## config.mk

```make
export PLATFORM = sky130hd
export DESIGN_NAME = commit_squash_ctrl
export DESIGN_NICKNAME = d
export VERILOG_FILES = /design/src/rtl/csq_pkg.sv /design/src/rtl/csq_trap_delay.sv /design/src/rtl/csq_thread.sv /design/src/rtl/csq_tally.sv /design/src/rtl/commit_squash_ctrl.sv
export SDC_FILE = /design/constraint.sdc
export NUM_CORES = 1
export LEC_CHECK = 0
export CAP_MARGIN = 20
export CORE_MARGIN = 8
export CORE_UTILIZATION = 45
export CTS_CLUSTER_SIZE = 10
export DETAILED_ROUTE_END_ITERATION = 6
export DONT_BUFFER_PORTS = 1
export GPL_ROUTABILITY_DRIVEN = 0
export MAX_ROUTING_LAYER = met4
export PLACE_DENSITY = 0.59
export SETUP_SLACK_MARGIN = 0.2
export SYNTH_ARGS = -nofsm -noshare
export SYNTH_HDL_FRONTEND = slang
export SYNTH_SLANG_ARGS = --single-unit
```

## constraint.sdc

```tcl
create_clock -name clk -period 6.75 [get_ports clk]
set_clock_uncertainty 0.15 [all_clocks]
set_input_delay 1.0125 -clock clk [delete_from_list [all_inputs] [get_ports clk]]
set_output_delay 1.0125 -clock clk [all_outputs]
set_load 0.02 [all_outputs]
```

## src/rtl/csq_pkg.sv

```systemverilog
package csq_pkg;
  typedef enum logic [1:0] {
    TH_RUN   = 2'd0,
    TH_TRAPW = 2'd1,
    TH_SQ    = 2'd2
  } th_state_t;
endpackage

```

## src/rtl/csq_trap_delay.sv

```systemverilog
module csq_trap_delay #(
  parameter int LAT = 6
) (
  input  logic clk,
  input  logic rst,
  input  logic start,
  output logic fire
);
  localparam int TW = (LAT > 1) ? $clog2(LAT) : 1;

  logic [TW-1:0] cnt;
  logic          busy;

  assign fire = busy && (cnt == '0);

  always_ff @(posedge clk) begin
    if (rst) begin
      busy <= 1'b0;
      cnt  <= '0;
    end else if (start) begin
      busy <= 1'b1;
      cnt  <= TW'(LAT - 1);
    end else if (fire) begin
      busy <= 1'b0;
    end else if (busy) begin
      cnt <= cnt - 1'b1;
    end
  end
endmodule

```

## src/rtl/csq_thread.sv

```systemverilog
module csq_thread
  import csq_pkg::*;
#(
  parameter int SEQW = 16,
  parameter int PCW  = 32,
  parameter int LAT  = 6
) (
  input  logic            clk,
  input  logic            rst,
  input  logic            ex_vld,
  input  logic [SEQW-1:0] ex_seq,
  input  logic            ex_self,
  input  logic [PCW-1:0]  ex_pc,
  input  logic            ex_mis,
  input  logic            ex_tkn,
  input  logic            trap_raise,
  input  logic            ctx_req,
  input  logic            rob_empty,
  input  logic [SEQW-1:0] rob_head,
  input  logic            walk_done,
  input  logic [PCW-1:0]  commit_pc,
  input  logic            ins_vld,
  input  logic [SEQW-1:0] ins_seq,
  input  logic            ins_ok,
  output logic            in_sq,
  output logic            enter_sq,
  output logic            leave_sq,
  output logic            mis_acc,
  output logic            bc_sq,
  output logic [SEQW-1:0] bc_done,
  output logic [PCW-1:0]  bc_pc,
  output logic            bc_mis,
  output logic            bc_tkn
);
  th_state_t       st, st_nx;
  logic [SEQW-1:0] yng;
  logic            ctx_pend;
  logic            tmr_fire;
  logic            trap_start, fire_trap, fire_ctx, ex_acc, any_sq, async_sq;
  logic [SEQW-1:0] eff_seq, head_pt, sq_pt;

  csq_trap_delay #(.LAT(LAT)) i_delay (
    .clk  (clk),
    .rst  (rst),
    .start(trap_start),
    .fire (tmr_fire)
  );

  always_comb begin
    fire_trap  = (st == TH_TRAPW) && tmr_fire;
    fire_ctx   = ctx_pend && (st != TH_TRAPW);
    async_sq   = fire_trap || fire_ctx;
    eff_seq    = ex_self ? (ex_seq - 1'b1) : ex_seq;
    ex_acc     = ex_vld && (st != TH_TRAPW) && !fire_ctx && (ex_seq <= yng);
    any_sq     = async_sq || ex_acc;
    trap_start = trap_raise && (st == TH_RUN) && !ctx_pend && !ex_acc;
    head_pt    = rob_empty ? '0 : (rob_head - 1'b1);
    sq_pt      = async_sq ? head_pt : eff_seq;
    mis_acc    = ex_acc && !async_sq && ex_mis;
    enter_sq   = any_sq && (st != TH_SQ);
    leave_sq   = (st == TH_SQ) && walk_done && !any_sq;
    st_nx      = st;
    if (any_sq)                        st_nx = TH_SQ;
    else if (trap_start)               st_nx = TH_TRAPW;
    else if (st == TH_SQ && walk_done) st_nx = TH_RUN;
  end

  assign in_sq = (st == TH_SQ);

  always_ff @(posedge clk) begin
    if (rst) begin
      st       <= TH_RUN;
      yng      <= '1;
      ctx_pend <= 1'b0;
      bc_sq    <= 1'b0;
      bc_done  <= '0;
      bc_pc    <= '0;
      bc_mis   <= 1'b0;
      bc_tkn   <= 1'b0;
    end else begin
      st       <= st_nx;
      ctx_pend <= (ctx_pend && !fire_ctx) || ctx_req;
      bc_sq    <= any_sq;
      bc_mis   <= any_sq && !async_sq && ex_mis;
      bc_tkn   <= any_sq && !async_sq && ex_tkn;
      if (any_sq) begin
        bc_done <= sq_pt;
        bc_pc   <= async_sq ? commit_pc : ex_pc;
        yng     <= async_sq ? '0 : eff_seq;
      end else if (ins_vld && ins_ok) begin
        yng <= ins_seq;
      end
    end
  end
endmodule

```

## src/rtl/csq_tally.sv

```systemverilog
module csq_tally #(
  parameter int NTHR = 2,
  parameter int MCW  = 8
) (
  input  logic                       clk,
  input  logic                       rst,
  input  logic [NTHR-1:0]            enter_sq,
  input  logic [NTHR-1:0]            leave_sq,
  input  logic [NTHR-1:0]            mis_acc,
  output logic [$clog2(NTHR+1)-1:0]  sq_cnt,
  output logic [MCW-1:0]             mis_cnt,
  output logic                       all_sq
);
  localparam int CW = $clog2(NTHR + 1);

  logic [CW-1:0]  n_in, n_out;
  logic [MCW-1:0] n_mis;

  always_comb begin
    n_in  = '0;
    n_out = '0;
    n_mis = '0;
    for (int i = 0; i < NTHR; i++) begin
      n_in  = n_in  + CW'(enter_sq[i]);
      n_out = n_out + CW'(leave_sq[i]);
      n_mis = n_mis + MCW'(mis_acc[i]);
    end
  end

  assign all_sq = (sq_cnt == CW'(NTHR));

  always_ff @(posedge clk) begin
    if (rst) begin
      sq_cnt  <= '0;
      mis_cnt <= '0;
    end else begin
      sq_cnt  <= sq_cnt + n_in - n_out;
      mis_cnt <= mis_cnt + n_mis;
    end
  end
endmodule

```

## src/rtl/commit_squash_ctrl.sv

```systemverilog
module commit_squash_ctrl #(
  parameter int NTHR     = 2,
  parameter int SEQW     = 16,
  parameter int PCW      = 32,
  parameter int MCW      = 8,
  parameter int TRAP_LAT = 6
) (
  input  logic                      clk,
  input  logic                      rst,
  input  logic [NTHR-1:0]           ex_sq_vld,
  input  logic [NTHR*SEQW-1:0]      ex_sq_seq,
  input  logic [NTHR-1:0]           ex_sq_self,
  input  logic [NTHR*PCW-1:0]       ex_sq_pc,
  input  logic [NTHR-1:0]           ex_sq_mispred,
  input  logic [NTHR-1:0]           ex_sq_taken,
  input  logic [NTHR-1:0]           trap_raise,
  input  logic [NTHR-1:0]           ctx_sq_req,
  input  logic [NTHR-1:0]           rob_empty,
  input  logic [NTHR*SEQW-1:0]      rob_head_seq,
  input  logic [NTHR-1:0]           rob_walk_done,
  input  logic [NTHR*PCW-1:0]       commit_pc,
  input  logic [NTHR-1:0]           ins_vld,
  input  logic [NTHR*SEQW-1:0]      ins_seq,
  output logic [NTHR-1:0]           bc_squash,
  output logic [NTHR-1:0]           bc_rob_squashing,
  output logic [NTHR*SEQW-1:0]      bc_done_seq,
  output logic [NTHR*PCW-1:0]       bc_next_pc,
  output logic [NTHR-1:0]           bc_mispred,
  output logic [NTHR-1:0]           bc_taken,
  output logic [NTHR-1:0]           ins_allow,
  output logic                      retire_allow,
  output logic [$clog2(NTHR+1)-1:0] squash_count,
  output logic [MCW-1:0]            mispred_count
);
  logic [NTHR-1:0] enter_sq, leave_sq, mis_acc, in_sq;
  logic            all_sq;

  for (genvar t = 0; t < NTHR; t++) begin : g_thr
    csq_thread #(.SEQW(SEQW), .PCW(PCW), .LAT(TRAP_LAT)) i_thr (
      .clk       (clk),
      .rst       (rst),
      .ex_vld    (ex_sq_vld[t]),
      .ex_seq    (ex_sq_seq[t*SEQW +: SEQW]),
      .ex_self   (ex_sq_self[t]),
      .ex_pc     (ex_sq_pc[t*PCW +: PCW]),
      .ex_mis    (ex_sq_mispred[t]),
      .ex_tkn    (ex_sq_taken[t]),
      .trap_raise(trap_raise[t]),
      .ctx_req   (ctx_sq_req[t]),
      .rob_empty (rob_empty[t]),
      .rob_head  (rob_head_seq[t*SEQW +: SEQW]),
      .walk_done (rob_walk_done[t]),
      .commit_pc (commit_pc[t*PCW +: PCW]),
      .ins_vld   (ins_vld[t]),
      .ins_seq   (ins_seq[t*SEQW +: SEQW]),
      .ins_ok    (ins_allow[t]),
      .in_sq     (in_sq[t]),
      .enter_sq  (enter_sq[t]),
      .leave_sq  (leave_sq[t]),
      .mis_acc   (mis_acc[t]),
      .bc_sq     (bc_squash[t]),
      .bc_done   (bc_done_seq[t*SEQW +: SEQW]),
      .bc_pc     (bc_next_pc[t*PCW +: PCW]),
      .bc_mis    (bc_mispred[t]),
      .bc_tkn    (bc_taken[t])
    );
    assign ins_allow[t] = !in_sq[t] && !all_sq;
  end

  csq_tally #(.NTHR(NTHR), .MCW(MCW)) i_tally (
    .clk     (clk),
    .rst     (rst),
    .enter_sq(enter_sq),
    .leave_sq(leave_sq),
    .mis_acc (mis_acc),
    .sq_cnt  (squash_count),
    .mis_cnt (mispred_count),
    .all_sq  (all_sq)
  );

  assign bc_rob_squashing = in_sq;
  assign retire_allow     = !all_sq;
endmodule

```

==> results.py <==
metrics = {
    "status": {
        "outcome": "finished clean",
    },
    "global_routing": {
        "grt_pass1_vias": 7899,
        "grt_max_degree": 82,
        "grtUsageTotal_pct": 23.2,
        "antenna_found_initial": 0,
        "grt_pass1_wl_um": 44400,
        "globalRouteOverflowTotal": 0,
    },
    "hold_path": {
        "min_path_type": "reg2reg",
    },
    "synthesis": {
        "synth-main-ff-cell": "dfxtp_1",
        "syn-num-nets": 1411,
        "synth.avg_cell_area_um2": 8.11,
        "synthesis.area_um2": 9090,
        "yosysUniqueCellTypes": 63,
        "synthArstFlopShare_pct": 0,
        "synth_edf_count": 0,
        "ys_seq_elements": 158,
        "yosysWarningCount": 0,
        "ys_seq_area_share_pct": 34.8,
        "synthCells": 1121,
    },
    "sta": {
        "rsz0062_at_grt": "no",
        "relSlewSlack_pct": 32.0,
        "worstMarginPinSlew_ns": 1.02,
        "drv_slew": 0,
        "post-route-min-period_ns": 4.63,
        "hold_violations": 0,
        "fin_crit_sh_pct": 68.6,
        "setup_viol": 0,
        "max_freq_mhz": 216,
        "fin_setup_tns_ns": 0,
    },
    "route": {
        "dr_wl_met3_um": 3380,
        "wl_met2_um": 14000,
        "wl_met1_um": 11500,
        "via_per_inst": 6.00,
        "routed.top_layer": "met4",
        "antenna_left": 0,
        "drtIter0Drc": 515,
        "routedWlPerCell_um": 21.8,
        "drt_first_pass_iters": 4,
        "drt_wl_total_um": 29400,
        "vias": 8091,
        "drcViolationCount": 0,
    },
    "cts": {
        "cts_root_buffer": "clkbuf_16",
        "clkSinkCount": 158,
        "ctsResizeCount": 0,
        "cts.clk_slew.worst_paths_ns": 0.06,
        "htree_levels": 4,
        "cts_buffer_depth": 2,
        "post-cts-setup-buffers": 0,
        "cts_tree": "done",
        "hold_buffers": 0,
        "cts_inserted_buffers": 17,
        "clk_latency_ns": 0.42,
    },
    "setup_path": {
        "path_max_fanout": 19,
        "path_cells": "ha_1, nand4_1, or4_1, a21oi_1, o31ai_2, buf_4, nor2_1, nand3_1, fa_1, fa_1, xnor2_1, nor2_1",
        "r2r_end": "i_tally.sq_cnt[1]",
        "startpoint_type": "input port",
        "r2r_setup_slack_ns": 2.34,
        "path_delay_family": "simple AND/OR/NAND/NOR gates",
        "reg2reg_from": "g_thr[1].i_thr.yng[14]",
        "cpPeakStageDelay_ns": 0.73,
        "cp_slowest_cell": "nor2_1",
        "worstSetupEndpointType": "flip-flop",
        "reg2reg_depth": 13,
        "endpoint": "i_tally.sq_cnt[1]",
        "cp.depth": 12,
        "critPathRequiredTime_ns": 6.91,
        "arrival_ns": 4.79,
        "crit_buf_inv": 1,
        "cp-startpoint": "ex_sq_seq[31]",
        "path_class": "in2reg",
    },
    "pwr": {
        "leakage_nw": 3.77,
        "irDropWorstVdd_uv": 167,
        "power.density_nw_per_um2": 294,
    },
    "die": {
        "core_area_um2": 20000,
        "rows": 52,
        "die_y_um": 158,
        "die_w_um": 158,
        "die_area_um2": 25000,
        "io_pins": 361,
        "start_util_pct": 45.4,
    },
    "placed_design": {
        "port-buffer-count": 0,
        "dp_hpwl_um": 21700,
        "dp_cells": 1316,
    },
    "cells_and_area": {
        "syn_to_final_growth_pct": 7.54,
        "fin_cells": 1349,
        "utilization_pct": 48.8,
        "final_common_cell": "nor2_1",
        "drive_above_1_share_pct": 7.60,
        "fin_nets": 1356,
        "mostFrequentLayoutCells": "176 x nor2_1, 158 x dfxtp_1, 69 x a21oi_1",
        "antennaDiodeCount": 0,
    },
    "job": {
        "cap_viol_max_count": 0,
    },
}
-- worst reg2reg max path: cells and delay by family, from the launching register on --
family	cells	cell delay, ns
flip-flops	1	0.33
buffers and inverters	2	0.26
adder cells (fa/ha/maj)	3	1.24
AO/OA/AOI/OAI	2	0.40
AND/OR/NAND/NOR	5	1.77
XOR/XNOR	1	0.17
-- cell families (layout without fill, tap and decap cells) --
| kind of cell | count (synthesis) | count (layout) | synth area share, % |
|---|---|---|---|
| and+or+nand+nor | 398 | 398 | 20.8 |
| muxes | 20 | 20 | 2.41 |
| adders and majority gates | 46 | 46 | 6.58 |
| buffers and inverters | 141 | 99 | 6.50 |
| AOI/OAI and AO/OA | 296 | 296 | 22.9 |
| xor gates and xnor gates | 62 | 62 | 5.97 |
| DFF | 158 | 158 | 34.8 |
-- synthesized netlist by cell type (10+ instances only) --
cell type	n	area share (%)
a211oi_1	37	3.1
a31oi_1	12	0.83
clkbuf_1	63	2.6
nand2_1	61	2.5
o211ai_1	27	2.2
a32oi_1	10	0.96
a2111oi_2	12	2.0
ha_1	43	5.9
xnor2_1	31	3.0
buf_4	11	0.91
mux2_2	15	1.9
nor3_1	24	1.3
o21ai_0	56	3.1
nand3_1	26	1.4
nor2_1	177	7.3
nand4_1	25	1.7
a2111oi_1	14	1.5
dfxtp_1	158	35
a21oi_1	70	3.9
nor2b_1	14	0.96
a21o_1	11	0.91
inv_1	54	2.2
and3_1	16	1.1
xor2_1	31	3.0
-- how the worst min path moves through the flow --
stage,from,endpoint,slack [ns],depth (start not counted)
after floorplan,g_thr[1].i_thr.st[1],g_thr[1].i_thr.st[1],0.33,2
after global placement,g_thr[1].i_thr.st[1],g_thr[1].i_thr.st[1],0.35,2
after detailed placement,g_thr[1].i_thr.st[1],g_thr[1].i_thr.st[1],0.37,2
after CTS,g_thr[1].i_thr.st[1],g_thr[1].i_thr.st[1],0.38,2
after global routing,g_thr[1].i_thr.yng[3],g_thr[1].i_thr.yng[3],0.41,3
final,g_thr[1].i_thr.yng[3],g_thr[1].i_thr.yng[3],0.38,3
-- power breakdown --
part	switching [mW]	internal (mW)
sequential	0.210	1.07
clock	0.418	0.555
combinational	0.370	0.259
total	0.998	1.88
-- registers in the layout, indices dropped and copies added, names as in the netlist --
name	cells
i_tally.mis_cnt	8
g_thr.i_thr.st	4
i_tally.sq_cnt	2
g_thr.i_thr.bc_sq	2
g_thr.i_thr.bc_pc	64
g_thr.i_thr.bc_mis	2
g_thr.i_thr.bc_tkn	2
g_thr.i_thr.ctx_pend	2
g_thr.i_thr.i_delay.busy	2
g_thr.i_thr.i_delay.cnt	6
g_thr.i_thr.bc_done	32
g_thr.i_thr.yng	32
-- through the flow --
stage | instance area (um^2) | hold WS [ns] | power (mW) | worst slack (ns)
2_1_floorplan | 9090 | 0.334 | 1.78 | 2.18
3_3_place_gp | 9160 | 0.349 | 1.92 | 1.76
3_5_place_dp | 9180 | 0.369 | 1.93 | 1.69
4_1_cts | 9770 | 0.378 | 2.91 | 2.12
5_1_grt | 9780 | 0.410 | 3.04 | 1.93
6_report | 9780 | 0.383 | 2.88 | 2.12
-- layer usage --
layer | vias up | GRT usage (%)
li1 | 3919 | -
met1 | 3794 | 26.9
met2 | 348 | 37.2
met3 | 30 | 8.63
met4 | 0 | 6.15
met5 | - | -
-- final cells by class --
type	count	area [um^2]
flip-flops and latches	158	3160
clock inverters	13	156
inverters	54	203
clock buffers	19	433
multi-input cells	822	5380
fillers	2006	10300
well taps	270	338
repair buffers	13	110
No activity file was read; power rests on OpenSTA's default activity.
